===== config.mk =====
export PLATFORM = sky130hd
export DESIGN_NAME = rd_resp_4ph
export DESIGN_NICKNAME = d
export VERILOG_FILES = /design/src/rtl/rresp_pkg.sv /design/src/rtl/rr_sync2.sv /design/src/rtl/rr_lat_cnt.sv /design/src/rtl/rr_word_rom.sv /design/src/rtl/rd_resp_4ph.sv
export SDC_FILE = /design/constraint.sdc
export NUM_CORES = 1
export LEC_CHECK = 0
export BUFFER_PORTS_ARGS = -buffer_cell sky130_fd_sc_hd__buf_2
export CAP_MARGIN = 20
export CORE_UTILIZATION = 50
export DETAILED_ROUTE_END_ITERATION = 8
export PLACE_DENSITY = 0.81
export SETUP_SLACK_MARGIN = 0.5
export SYNTH_ARGS = -nofsm -noshare
export SYNTH_HDL_FRONTEND = slang
export SYNTH_SLANG_ARGS = --single-unit
export TNS_END_PERCENT = 100

===== constraint.sdc =====
create_clock -name clk_i -period 2.6 [get_ports clk_i]
set_input_delay 0.26 -clock clk_i [delete_from_list [all_inputs] [get_ports clk_i]]
set_output_delay 0.26 -clock clk_i [all_outputs]
set_load 0.1 [all_outputs]

===== src/rtl/rresp_pkg.sv =====
package rresp_pkg;
  typedef enum logic [2:0] {
    ST_IDLE = 3'd0,
    ST_ADDR = 3'd1,
    ST_WAIT = 3'd2,
    ST_DATA = 3'd3,
    ST_DONE = 3'd4
  } rr_state_e;
endpackage


===== src/rtl/rr_sync2.sv =====
module rr_sync2 #(
  parameter int unsigned W = 2
) (
  input  logic         clk_i,
  input  logic         rst_ni,
  input  logic [W-1:0] d_i,
  output logic [W-1:0] q_o
);
  logic [W-1:0] s1_q, s2_q;

  always_ff @(posedge clk_i or negedge rst_ni) begin
    if (!rst_ni) begin
      s1_q <= '0;
      s2_q <= '0;
    end else begin
      s1_q <= d_i;
      s2_q <= s1_q;
    end
  end

  assign q_o = s2_q;
endmodule


===== src/rtl/rr_lat_cnt.sv =====
module rr_lat_cnt #(
  parameter int unsigned LAT = 6
) (
  input  logic clk_i,
  input  logic rst_ni,
  input  logic start_i,
  output logic done_o
);
  localparam int unsigned CW = $clog2(LAT + 1);
  localparam logic [CW-1:0] LOAD = CW'(LAT);

  logic [CW-1:0] cnt_q;

  always_ff @(posedge clk_i or negedge rst_ni) begin
    if (!rst_ni)              cnt_q <= '0;
    else if (start_i)         cnt_q <= LOAD;
    else if (cnt_q != '0)     cnt_q <= cnt_q - 1'b1;
  end

  assign done_o = (cnt_q == '0);

  // a fresh count is never already finished
  assert_count_open_R4: assert property (@(posedge clk_i) disable iff (!rst_ni)
    start_i |=> !done_o);
endmodule


===== src/rtl/rr_word_rom.sv =====
module rr_word_rom #(
  parameter int unsigned DW    = 16,
  parameter int unsigned DEPTH = 16,
  parameter int unsigned BASE  = 16'hC000,
  parameter int unsigned STEP  = 37
) (
  input  logic [$clog2(DEPTH)-1:0] idx_i,
  output logic [DW-1:0]            word_o
);
  logic [DW-1:0] words [DEPTH];

  for (genvar i = 0; i < DEPTH; i++) begin : g_word
    assign words[i] = DW'(BASE + STEP * i);
  end

  assign word_o = words[idx_i];
endmodule


===== src/rtl/rd_resp_4ph.sv =====
module rd_resp_4ph
  import rresp_pkg::*;
#(
  parameter int unsigned DW    = 16,
  parameter int unsigned DEPTH = 16,
  parameter int unsigned LAT   = 6,
  parameter int unsigned BASE  = 16'hC000,
  parameter int unsigned STEP  = 37
) (
  input  logic          clk_i,
  input  logic          rst_ni,
  input  logic          req_i,
  input  logic          ack_i,
  output logic          ack_o,
  output logic          ack_oe_o,
  output logic          drdy_o,
  input  logic [DW-1:0] bus_i,
  output logic [DW-1:0] bus_o,
  output logic          bus_oe_o
);
  localparam int unsigned AW = $clog2(DEPTH);

  rr_state_e     state_q, state_d;
  logic          req_s, ack_s;
  logic          latch, lat_done, load_data;
  logic [AW-1:0] addr_q;
  logic [DW-1:0] data_q, rom_word;

  rr_sync2 #(.W(2)) u_sync (
    .clk_i (clk_i),
    .rst_ni(rst_ni),
    .d_i   ({req_i, ack_i}),
    .q_o   ({req_s, ack_s})
  );

  rr_lat_cnt #(.LAT(LAT)) u_lat (
    .clk_i  (clk_i),
    .rst_ni (rst_ni),
    .start_i(latch),
    .done_o (lat_done)
  );

  rr_word_rom #(.DW(DW), .DEPTH(DEPTH), .BASE(BASE), .STEP(STEP)) u_rom (
    .idx_i (addr_q),
    .word_o(rom_word)
  );

  always_comb begin
    state_d = state_q;
    unique case (state_q)
      ST_IDLE: if (req_s)                state_d = ST_ADDR;
      ST_ADDR: if (!req_s)               state_d = ST_WAIT;
      ST_WAIT: if (lat_done && !ack_s)   state_d = ST_DATA; // own ack off and line seen low
      ST_DATA: if (ack_s)                state_d = ST_DONE;
      ST_DONE: if (!ack_s)               state_d = ST_IDLE;
      default:                           state_d = ST_IDLE;
    endcase
  end

  assign latch     = (state_q == ST_IDLE) && req_s;
  assign load_data = (state_q == ST_WAIT) && (state_d == ST_DATA);

  always_ff @(posedge clk_i or negedge rst_ni) begin
    if (!rst_ni) begin
      state_q <= ST_IDLE;
      addr_q  <= '0;
      data_q  <= '0;
    end else begin
      state_q <= state_d;
      if (latch)     addr_q <= bus_i[AW-1:0];
      if (load_data) data_q <= rom_word;
    end
  end

  assign ack_oe_o = (state_q == ST_ADDR);
  assign ack_o    = ack_oe_o;
  assign drdy_o   = (state_q == ST_DATA);
  assign bus_oe_o = (state_q == ST_DATA);
  assign bus_o    = bus_oe_o ? data_q : '0;

  assert_ack_after_req_R2: assert property (@(posedge clk_i) disable iff (!rst_ni)
    $rose(ack_oe_o) |-> $past(req_s));
  assert_ack_hold_R3: assert property (@(posedge clk_i) disable iff (!rst_ni)
    (ack_oe_o && req_s) |=> ack_oe_o);
  assert_ack_release_R3: assert property (@(posedge clk_i) disable iff (!rst_ni)
    $fell(ack_oe_o) |-> !$past(req_s));
  assert_drdy_gate_R4: assert property (@(posedge clk_i) disable iff (!rst_ni)
    $rose(drdy_o) |-> ($past(lat_done) && !$past(ack_s)));
  assert_no_overlap_R5: assert property (@(posedge clk_i) disable iff (!rst_ni)
    ack_oe_o |-> (!drdy_o && !bus_oe_o));
  assert_data_hold_R7: assert property (@(posedge clk_i) disable iff (!rst_ni)
    (drdy_o && !ack_s) |=> drdy_o);
  assert_data_drop_R7: assert property (@(posedge clk_i) disable iff (!rst_ni)
    $fell(drdy_o) |-> ($past(ack_s) && !bus_oe_o));
  assert_ignore_req_R8: assert property (@(posedge clk_i) disable iff (!rst_ni)
    (drdy_o && req_s) |=> !ack_oe_o);
endmodule


Yosys cells after proc, flatten, opt, wreduce, memory -nomap -nowiden --
Memories as Yosys holds them, arrays and structs flattened. A register that Yosys moved wholly into a read port is not among the register bits. Cells that the tools add are included.
Storage, ports and cells: register bits 14, memory bits (read-only) 256, input bits 20, output and inout bits 20, logic and storage cells 31, memories kept 1
Cells by class: add/sub/neg operators 1, equality and inequality tests 5, multiplexer cells 9, bitwise gates (word level) 1, reduce and logical (&&, ||, !) cells 9
Memories:
- (name not given) | words 16, width 16, read ports 1, clocked after memory_dff 1, wr ports 0, line rr_word_rom.sv:16 | assign word_o = words[idx_i];
Operators with widths (count):
- 2-to-1 mux 3 bit | 7
- 2-to-1 mux 16 bit | 1
- one-hot mux 3 bit (5 select lines) | 1
- equality test 3 x 2 -> 1 bit (second input constant) | 3
- zero test 3 bit | 2
- NOT 4 -> 5 bit | 1
- equality test 3 x 1 -> 1 bit (second input constant) | 1
- equality test 3 bit (second input constant) | 1
- logical AND 1 bit | 3
- nonzero test 3 bit | 1
- subtractor 3 x 1 -> 3 bit (second input constant) | 1
- zero test 1 bit | 2
- nonzero test 2 bit | 1

Depth between registers and ports, before layout --
depth in word-level cells 6, mapped depth 7, mapped depth without buffers 5

Hierarchy --
Synthesis repeated with hierarchy kept, for this count alone.
Unflattened totals: cells, all modules 137, area total of the unflattened synthesis 1675.4 um^2
By module, submodules not included:
- rd_resp_4ph | instances 1, cells each 79, area each 1083.5 um^2, sequential area each 575.6 um^2
- rr_word_rom | instances 1, cells each 37, area each 306.5 um^2, sequential area each 0.0 um^2
- rr_lat_cnt | instances 1, cells each 17, area each 185.2 um^2, sequential area each 75.1 um^2
- rr_sync2 | instances 1, cells each 4, area each 100.1 um^2, sequential area each 100.1 um^2

Least setup slack after synthesis --
No wires, ideal clock.
path type register -> output, start point reg state_q[1], end point out ack_oe_o, data arrival time 3.325 ns, required time 2.340 ns, setup slack -0.985 ns, stages on the path, launching flop included 4, buffers on the path 2, path through dfrtp_1 > buf_4 > nor3b_1 > buf_4
Between the ends: word-level cells in the longest chain between the ends 1
Ends and longest elaborated chain:
- start, declared | line rd_resp_4ph.sv:23 | rr_state_e state_q, state_d;
- start signal, assigned | line rd_resp_4ph.sv:69 | state_q <= state_d;
- equality test 3 x 1 -> 1 bit | line rd_resp_4ph.sv:75 | assign ack_oe_o = (state_q == ST_ADDR);
- end, declared | line rd_resp_4ph.sv:15 | output logic ack_oe_o,
No other way between the ends.

Final worst setup path --
start point reg state_q[1], end point out bus_oe_o
Between the ends: word-level cells in the longest chain between the ends 1
Ends and longest elaborated chain:
- equality test 3 x 2 -> 1 bit | line rd_resp_4ph.sv:78 | assign bus_oe_o = (state_q == ST_DATA);
- end, declared | line rd_resp_4ph.sv:19 | output logic bus_oe_o
No other way between the ends.

==> run summary <==
* 0 — YS warnings
* done — clock tree from TritonCTS
* 53.7 um — Vert. Die Dim
* 0 — number of nets with antenna violations after routing
* 827 — via count of the first global-routing pass
* 5.25 — vias per cell
* 1340 sq um — combined area of all synthesized cells
* 0 — grt total ovfl
* sky130_fd_sc_hd__clkbuf_4 — library cell used as clock root buffer
* 1630 um — HPWL after detailed placement
* 175 — final cell count without fillers
* finished, final reports clean — status
* 25 — total clock sinks
* 34.5% — fraction of layout cells with a size suffix above 1
* 2.34 ns — worst path required time
* 26 — maximum number of pins on one net before global-route repair
* 0 — number of design rule violations left after detail routing
* 12.8% — Layout area overhead
* 0.00583 ns — post-route clock skew
* 10.6 sq um — post-synthesis area per instance
* 2 — clk buf depth
* 0 ns — setup TNS after final layout
* 511 MHz — fmax
* 0 — antenna cells
* 0.32 ns — clock latency at the later pin of the worst-skew pair
* 0 — max_cap viols
* 46.8% — register area share after synthesis
* 2880 sq um — Die Outline Area
* 33 — Yosys cell types
* 2.62% — xor/xnor cell area share of the yosys netlist
* 1.79 mW — Overall Power
* 2 — router iterations before antenna repair
* 1190 nW/um^2 — total power per unit cell area
* 6.55% — Post-Synth Adder-Cell Area
* 75.2% — fraction of the cycle the final worst path needs
* in2reg — type of the tightest min-delay check
* 12.4 um — average wire per standard cell
* reg2out — type of the worst setup path
* 1.70 ns — worst endpoint data arrival time
* 23 x sky130_fd_sc_hd__dfrtp_1, 16 x sky130_fd_sc_hd__o21ai_0, 14 x sky130_fd_sc_hd__buf_2 — top library cells by usage in the layout, fill and taps aside
* 60.3% — final core utilization
* 53.5% — initial standard-cell utilization of the core
* 0.14 ns — clock slew at reported path FFs
* 63.9% — normalized max-slew margin
* 173 — fin nets
* false — unrepaired setup endpoints after global routing
* 3 — starting DRC count in detailed routing
* 126 — number of cells produced by synthesis
* 1 — number of H-tree branching levels
* 0.763 nW — Static Leak
* primary output — crit path capture type
* sky130_fd_sc_hd__dfrtp_1 — leading cell type in the layout, fill and taps excluded
* 1.96 ns — time the worst path needs with I/O delays and setup
* flip-flop — CP startpoint kind
* 2170 um — overall routed net length
* 0 — final hold violations
* 213 — fill count
* 25 — flop and latch count out of synthesis
* 17.8% — GRT Resource Usage Total
* 973 uV — Peak VDD IR
* 18 — Core Rows
* 0.645 ns — final setup slack of the worst path
* 0 — max-slew violation count
* 0 — final setup violation count
* 0.542 ns — slew at the pin closest to its max-slew limit
* 10 — biggest fanout along the worst timing path
* 919 — vias after detailed routing
* 0.689 ns — worst setup slack after placement
* 3 — TritonCTS buffer count
* 3640 um — wire length of the first global-routing pass
* 7.68% — share of synthesized area spent on multiplexers
* 0.783 — Routability Congestion
* 2500 sq um — Placeable Area
* 10.7% — area fraction in compound gates after synthesis
* 23 — input/output buffers
* 40 — IO Count
* 170 — # placed instances
* 53.7 um — chip width
* 0 — number of antenna violations at the first check in global routing
* 16.6% — synthesized-area fraction occupied by and/or/nand/nor cells
* simple AND/OR/NAND/NOR gates — combinational family with the most area after synthesis
[state kept, by name, summed over array words and instances (netlist names)]
name,flops
u_sync.s1_q,2
u_sync.q_o,2
data_q,11
state_q,3
u_lat.cnt_q,3
addr_q,4
[final cells by class]
class | count | area, sq um | share of cell area, %
multi-input combinational | 84 | 629 | 41.7
clock buffer | 3 | 22.5 | 1.49
tap | 30 | 37.5 | 2.49
inverter | 6 | 22.5 | 1.49
sequential | 25 | 628 | 41.7
timing repair buffer | 26 | 163 | 10.8
clock inverter | 1 | 5.00 | 0.332
[layer usage]
layer	track usage [%]	vias up	share of wire [%]
met5	0	-	0
met4	9.21	0	2.1
met3	2.54	5	3.4
met2	30.2	21	53
met1	21.6	447	42
li1	-	446	-
[stage by stage]
step | hold slack, ns | cell area, sq um
5_1_grt | 0.00678 | 1510
3_3_place_gp | 0.268 | 1440
3_5_place_dp | 0.285 | 1440
2_1_floorplan | -0.0356 | 1370
6_report | 0.0313 | 1510
4_1_cts | 0.0205 | 1500
[cell usage after synthesis, drive strengths merged]
master | instances | area share, %
or2 | 2 | 1.1
nor4b | 1 | 1.1
xor2 | 1 | 0.66
and3b | 1 | 0.66
nand2 | 4 | 1.1
nor3b | 2 | 1.1
or4b | 1 | 0.75
ha | 7 | 6.6
or2b | 1 | 0.56
nand2b | 5 | 2.3
nor2 | 6 | 1.7
o31ai | 3 | 1.7
a2bb2oi | 1 | 0.66
buf | 11 | 6.3
and2 | 11 | 5.2
a21oi | 2 | 0.75
dfrtp | 25 | 47
and3 | 2 | 0.94
a31oi | 1 | 0.47
mux2i | 2 | 1.5
a22oi | 1 | 0.56
mux2 | 5 | 4.5
inv | 6 | 1.7
xnor2 | 3 | 2.0
o21a | 1 | 0.56
mux4 | 1 | 1.7
clkbuf | 3 | 0.84
conb | 1 | 0.28
o21ai | 16 | 6.0
[path summary, 6_finish.rpt]
| check | endpoint | cells past startpoint | start | slack [ns] |
|---|---|---|---|---|
| min | u_sync.s1_q[0] | 1 | ack_i | 0.03 |
| min in group asynchronous | u_lat.cnt_q[2] | 2 | rst_ni | 0.44 |
| max reg2reg | data_q[6] | 3 | state_q[2] | 0.65 |
| max | bus_oe_o | 4 | state_q[1] | 0.64 |
| min reg2reg | u_sync.q_o[0] | 0 | u_sync.s1_q[0] | 0.37 |
| max in group asynchronous | state_q[0] | 2 | rst_ni | 1.78 |
[worst max-delay path, stage by stage (launching register included)]
cell and delay, ns:
sky130_fd_sc_hd__dfrtp_2 0.48, sky130_fd_sc_hd__nand2_1 0.11, sky130_fd_sc_hd__nor2_2 0.16, sky130_fd_sc_hd__buf_4 0.19, sky130_fd_sc_hd__buf_2 0.43
[cells by family (layout without fill, tap and decap cells)]
| family | Yosys count | in the layout |
|---|---|---|
| xor+xnor | 4 | 4 |
| fa+ha+maj | 7 | 7 |
| flops | 25 | 25 |
| mux | 8 | 8 |
| buf+inv | 20 | 36 |
| simple gates | 36 | 36 |
| compound gates | 25 | 25 |
| other cells | 1 | 4 |
[where the power goes]
group          leakage [nW]  switching (mW)  internal, mW  total (mW)
clock network        0.0177           0.116        0.0577       0.174
registers             0.312           0.159         0.526       0.685
logic                 0.433           0.601         0.330       0.931
[timing repair]
action / 4_1_cts / 5_1_grt
endpoints found under the setup margin: 11 / 13
pin swaps: 0 / 0
setup buffers: 0 / 0
hold buffers: 1 / 0
gates resized for setup: 10 / 2
endpoints found under the hold margin: 25 / 0
No activity file was read; power rests on OpenSTA's default activity.
